$ cat src/rtl/actcyc_pkg.sv
package actcyc_pkg;

  typedef enum logic [1:0] {
    CNT_HOLD    = 2'd0,
    CNT_STEP    = 2'd1,
    CNT_RESTART = 2'd2,
    CNT_ZERO    = 2'd3
  } cnt_op_e;

  typedef enum logic [1:0] {
    FLG_KEEP = 2'd0,
    FLG_SET  = 2'd1,
    FLG_DROP = 2'd2
  } flg_op_e;

endpackage

$ cat src/rtl/actcyc_evt_decode.sv
module actcyc_evt_decode
  import actcyc_pkg::*;
(
  input  logic    active_i,
  input  logic    xfer_i,
  input  logic    ctl_wr_i,
  input  logic    clear_i,
  input  logic    inval_i,
  output cnt_op_e cnt_op_o,
  output flg_op_e flg_op_o
);

  logic zero_evt;

  assign zero_evt = ctl_wr_i | clear_i;

  // Priority: control write / clear, then transfer, then plain counting.
  always_comb begin
    if (zero_evt)      cnt_op_o = CNT_ZERO;
    else if (xfer_i)   cnt_op_o = CNT_RESTART;
    else if (active_i) cnt_op_o = CNT_STEP;
    else               cnt_op_o = CNT_HOLD;
  end

  // A missed-cycle report overrides the set caused by a transfer.
  always_comb begin
    if (zero_evt || inval_i) flg_op_o = FLG_DROP;
    else if (xfer_i)         flg_op_o = FLG_SET;
    else                     flg_op_o = FLG_KEEP;
  end

endmodule

$ cat src/rtl/actcyc_sat_count.sv
module actcyc_sat_count
  import actcyc_pkg::*;
#(
  parameter int CNT_W = 16
) (
  input  logic             clk,
  input  logic             rst,
  input  cnt_op_e          op_i,
  output logic [CNT_W-1:0] cnt_o
);

  localparam logic [CNT_W-1:0] CNT_MAX = {CNT_W{1'b1}};

  logic at_max;

  assign at_max = (cnt_o == CNT_MAX);

  always_ff @(posedge clk) begin
    if (rst) begin
      cnt_o <= '0;
    end else begin
      case (op_i)
        CNT_ZERO, CNT_RESTART: cnt_o <= '0;
        CNT_STEP:              if (!at_max) cnt_o <= cnt_o + 1'b1;
        default:               cnt_o <= cnt_o;
      endcase
    end
  end

  AST_STEP_ONE: assert property (@(posedge clk) disable iff (rst)
    (op_i == CNT_STEP && !at_max) |=> (cnt_o == $past(cnt_o) + 1'b1));

  AST_HOLD_IDLE: assert property (@(posedge clk) disable iff (rst)
    (op_i == CNT_HOLD) |=> $stable(cnt_o));

  AST_SATURATE: assert property (@(posedge clk) disable iff (rst)
    (op_i == CNT_STEP && at_max) |=> (cnt_o == CNT_MAX));

endmodule

$ cat src/rtl/actcyc_valid_flag.sv
module actcyc_valid_flag
  import actcyc_pkg::*;
(
  input  logic    clk,
  input  logic    rst,
  input  flg_op_e op_i,
  output logic    vld_o
);

  always_ff @(posedge clk) begin
    if (rst) begin
      vld_o <= 1'b0;
    end else begin
      case (op_i)
        FLG_SET:  vld_o <= 1'b1;
        FLG_DROP: vld_o <= 1'b0;
        default:  vld_o <= vld_o;
      endcase
    end
  end

  AST_FLAG_KEEP: assert property (@(posedge clk) disable iff (rst)
    (op_i == FLG_KEEP) |=> $stable(vld_o));

endmodule

$ cat src/rtl/actcyc_counter.sv
module actcyc_counter
  import actcyc_pkg::*;
#(
  parameter int CNT_W = 16
) (
  input  logic             clk,
  input  logic             rst,
  input  logic             active_i,
  input  logic             xfer_i,
  input  logic             ctl_wr_i,
  input  logic             clear_i,
  input  logic             inval_i,
  output logic [CNT_W-1:0] cnt_o,
  output logic             vld_o
);

  cnt_op_e cnt_op;
  flg_op_e flg_op;

  actcyc_evt_decode u_dec (
    .active_i (active_i),
    .xfer_i   (xfer_i),
    .ctl_wr_i (ctl_wr_i),
    .clear_i  (clear_i),
    .inval_i  (inval_i),
    .cnt_op_o (cnt_op),
    .flg_op_o (flg_op)
  );

  actcyc_sat_count #(.CNT_W(CNT_W)) u_cnt (
    .clk   (clk),
    .rst   (rst),
    .op_i  (cnt_op),
    .cnt_o (cnt_o)
  );

  actcyc_valid_flag u_flg (
    .clk   (clk),
    .rst   (rst),
    .op_i  (flg_op),
    .vld_o (vld_o)
  );

  AST_RESET_STATE: assert property (@(posedge clk)
    rst |=> (cnt_o == '0 && !vld_o));

  AST_CTL_WRITE_ZERO: assert property (@(posedge clk) disable iff (rst)
    ctl_wr_i |=> (cnt_o == '0 && !vld_o));

  AST_CLEAR_ZERO: assert property (@(posedge clk) disable iff (rst)
    clear_i |=> (cnt_o == '0 && !vld_o));

  AST_XFER_RESTART: assert property (@(posedge clk) disable iff (rst)
    (xfer_i && !ctl_wr_i && !clear_i) |=> (cnt_o == '0));

  AST_XFER_VALID: assert property (@(posedge clk) disable iff (rst)
    (xfer_i && !ctl_wr_i && !clear_i && !inval_i) |=> vld_o);

  AST_RESET_BEATS_XFER: assert property (@(posedge clk) disable iff (rst)
    (xfer_i && (ctl_wr_i || clear_i)) |=> !vld_o);

  AST_INVAL_DROP: assert property (@(posedge clk) disable iff (rst)
    inval_i |=> !vld_o);

  AST_INVAL_KEEPS_COUNT: assert property (@(posedge clk) disable iff (rst)
    (inval_i && !active_i && !xfer_i && !ctl_wr_i && !clear_i)
      |=> (cnt_o == $past(cnt_o)));

endmodule

$ cat config.mk
export PLATFORM = sky130hd
export DESIGN_NAME = actcyc_counter
export DESIGN_NICKNAME = d
export VERILOG_FILES = /design/src/rtl/actcyc_pkg.sv /design/src/rtl/actcyc_evt_decode.sv /design/src/rtl/actcyc_sat_count.sv /design/src/rtl/actcyc_valid_flag.sv /design/src/rtl/actcyc_counter.sv
export SDC_FILE = /design/constraint.sdc
export NUM_CORES = 1
export LEC_CHECK = 0
export ABC_AREA = 1
export BUFFER_PORTS_ARGS = -buffer_cell sky130_fd_sc_hd__buf_4
export CAP_MARGIN = 10
export CORE_MARGIN = 2
export CORE_UTILIZATION = 36
export DETAILED_ROUTE_END_ITERATION = 8
export GPL_TIMING_DRIVEN = 0
export SLEW_MARGIN = 40
export SYNTH_ARGS = -nofsm -noshare
export SYNTH_HDL_FRONTEND = slang
export SYNTH_SLANG_ARGS = --single-unit
$ cat constraint.sdc
create_clock -name clk -period 1.6 [get_ports clk]
set_clock_uncertainty 0.2 [all_clocks]
set_input_delay 0.24 -clock clk [delete_from_list [all_inputs] [get_ports clk]]
set_output_delay 0.24 -clock clk [all_outputs]
set_load 0.005 [all_outputs]
==> metrics <==
Most Crowded Layer GR=met2; Die H=59.5 um; drt pass-1 iters=4; reg2reg start=u_cnt.cnt_o[6]; Yosys warning count=0; H-Tree Depth=1; Clock Tree Root=clkbuf_4; EDFF count, synth=0; Worst Path Required=1.63 ns; final wirelength=3.30 mm; Layout area overhead=49.6%; core area=3000 um^2; unrepaired setup endpoints after global routing=true; CTS Buf Count=3; routed via count=1349; worst hold slack=0.0627 ns; period utilization=105%; R2R setup slack=-0.08 ns; met2 Use GR=34.5%; Slew Viols, Final=0; slew at the pin closest to its max-slew limit=0.593 ns; DRT antenna net count=0; met1 Usage GRT=25.0%; layout cells sized above 1=40.1%; HP Start=rst; met3 Track Usage GR=2.62%; worst hold path type=in2reg; Max FO, Critical Path=6; average size of a mapped cell=6.13 um^2; largest net degree at the start of global routing=11; setup violators final=15; post-synthesis sequential area ratio=30.7%; P_leak=0.717 nW; Setup crit end kind=flop; first-pass GRT wire length=5.33 mm; max frequency=594 MHz; Placer Congestion=0.852; Horiz. Die Dim=59.5 um; CTS tree=yes; Post-Syn Area=1110 um^2; initial antenna violation count=0; max cap viols=0; post-DR wirelength/cell=12.7 um; clk_lat worst skew=0.30 ns; Critical Path Start Type=flop; routed vias/inst=5.19; Inst Count DP=237; post-synthesis cell type count=22; failing checks=negative setup slack; gr ovfl total=0; non-filler cells in the finished layout=260; # rows=20; Tot GR Track Use=19.9%; DR iter-0 viols=50; post-synthesis async set-or-reset flop share=0%; syn nets=189; number of remaining DRC errors=0; WS Path Type=reg2reg; WHS Endpoint=u_cnt.cnt_o[11]; status=finished, violations left; total die area=3540 um^2; Synth Register Bits=17; clk sinks=17; vias in the first global route=1227; P per Cell Area=448 nW/um^2; clk buf depth=2; pre-CTS setup slack=-0.250 ns; DP Wirelength=2.23 mm; FF-to-FF path depth=7; Slew headroom=60.4%; cells after synthesis=181; reg2reg end=u_cnt.cnt_o[4]; Synth Flop Type=dfxtp_1; VDD IR max=279 uV; IO buf count=23; Fin. Hold Viols=0; Hold Crit Depth=4; Initial Util=37.0%; setup slack after layout=-0.0839 ns; n_diodes=0; CP Data Arrival Time=1.71 ns; fin crit period=1.68 ns; Ports=24; clock transition at the registers of the reported paths=0.11 ns; Final nets=236
-- worst max-delay path, stage by stage, from the launching register on --
cell and delay (ns):
dfxtp_4 0.39, nand2_1 0.11, nor2_4 0.18, nand2_4 0.07
o21ai_4 0.26, buf_6 0.18, nand3_1 0.07, a21oi_1 0.15
-- sequential cells by signal (all words and copies together), names as in the netlist --
name	count
u_cnt.cnt_o	16
u_flg.vld_o	1
-- routing by layer --
layer	up-vias	wire (um)
met3	4	126
met2	31	1630
li1	682	-
met5	-	0
met4	0	29
met1	632	1510
-- layout by cell type, fill, tap and decap left out, drive strengths merged --
master	count
clkbuf	6
o21bai	2
dlygate4sd3	4
nand4	5
nand2	50
inv	22
nand3	36
buf	40
o21ai	2
or2	3
nor4	1
and2	1
dfxtp	17
ha	1
nand3b	1
a21oi	13
nor2	23
-- cell usage after synthesis (2+ instances only) --
master	n	area share (%)
nand2_1	47	16
dfxtp_1	17	31
or2_2	3	1.7
nand2_2	3	1.7
nor2_1	20	6.8
nor2_4	2	2.0
nand3_1	36	16
clkbuf_1	2	0.68
a21oi_1	13	5.9
inv_1	21	7.1
o21bai_1	2	1.4
nand4_1	5	2.8
-- worst max path at each step --
stage	end	startpoint	depth (start not counted)	slack (ns)
finish	u_cnt.cnt_o[4]	u_cnt.cnt_o[6]	7	-0.08
global route	u_cnt.cnt_o[10]	u_cnt.cnt_o[1]	8	-0.15
CTS	u_cnt.cnt_o[12]	u_cnt.cnt_o[1]	8	-0.06
detailed placement	u_cnt.cnt_o[10]	clear_i	7	-0.25
global placement	u_cnt.cnt_o[2]	clear_i	7	-0.19
floorplan	u_cnt.cnt_o[1]	u_cnt.cnt_o[0]	8	0.006
-- stage by stage --
stage	setup TNS (ns)	power, W	util, %	instance area (um^2)
floorplan	0	0.000475	-	1130
global placement	-2.73	0.000504	44.8	1340
detailed placement	-3.59	0.000506	44.8	1340
CTS	-0.503	0.000758	51.5	1550
global route	-1.94	0.000780	55.3	1660
finish	-0.720	0.000744	55.3	1660
-- kinds of logic after synthesis --
group / Yosys count / share of synthesized area (%)
flops: 17 / 30.7
fa+ha+maj: 1 / 1.13
simple gates: 120 / 49.5
buf+inv: 26 / 9.58
compound gates: 17 / 9.13
-- power by group --
| group | switching (W) | total, W | internal (W) |
|---|---|---|---|
| registers | 0.00000502 | 0.000414 | 0.000409 |
| logic | 0.0000472 | 0.0000864 | 0.0000392 |
| clock network | 0.000147 | 0.000244 | 0.0000972 |
| total | 0.000199 | 0.000744 | 0.000545 |
-- area by class of cell --
class                   count  area [um^2]
well taps                  33         41.3
inverters                  22         82.6
fillers                   298         1340
clock buffers               4         26.3
plain buffers               4         23.8
multi-input cells         138          763
flip-flops and latches     17          390
repair buffers             42          333
-- timing repair --
action / 4_1_cts / 5_1_grt
setup buffers: 6 / 8
pin swaps: 8 / 10
endpoints found under the hold margin: 2 / 0
resized for setup: 31 / 20
endpoints found under the setup margin: 16 / 16
hold buffers: 4 / 0
gates cloned: 1 / 0
(Power assumes the default switching activity.)
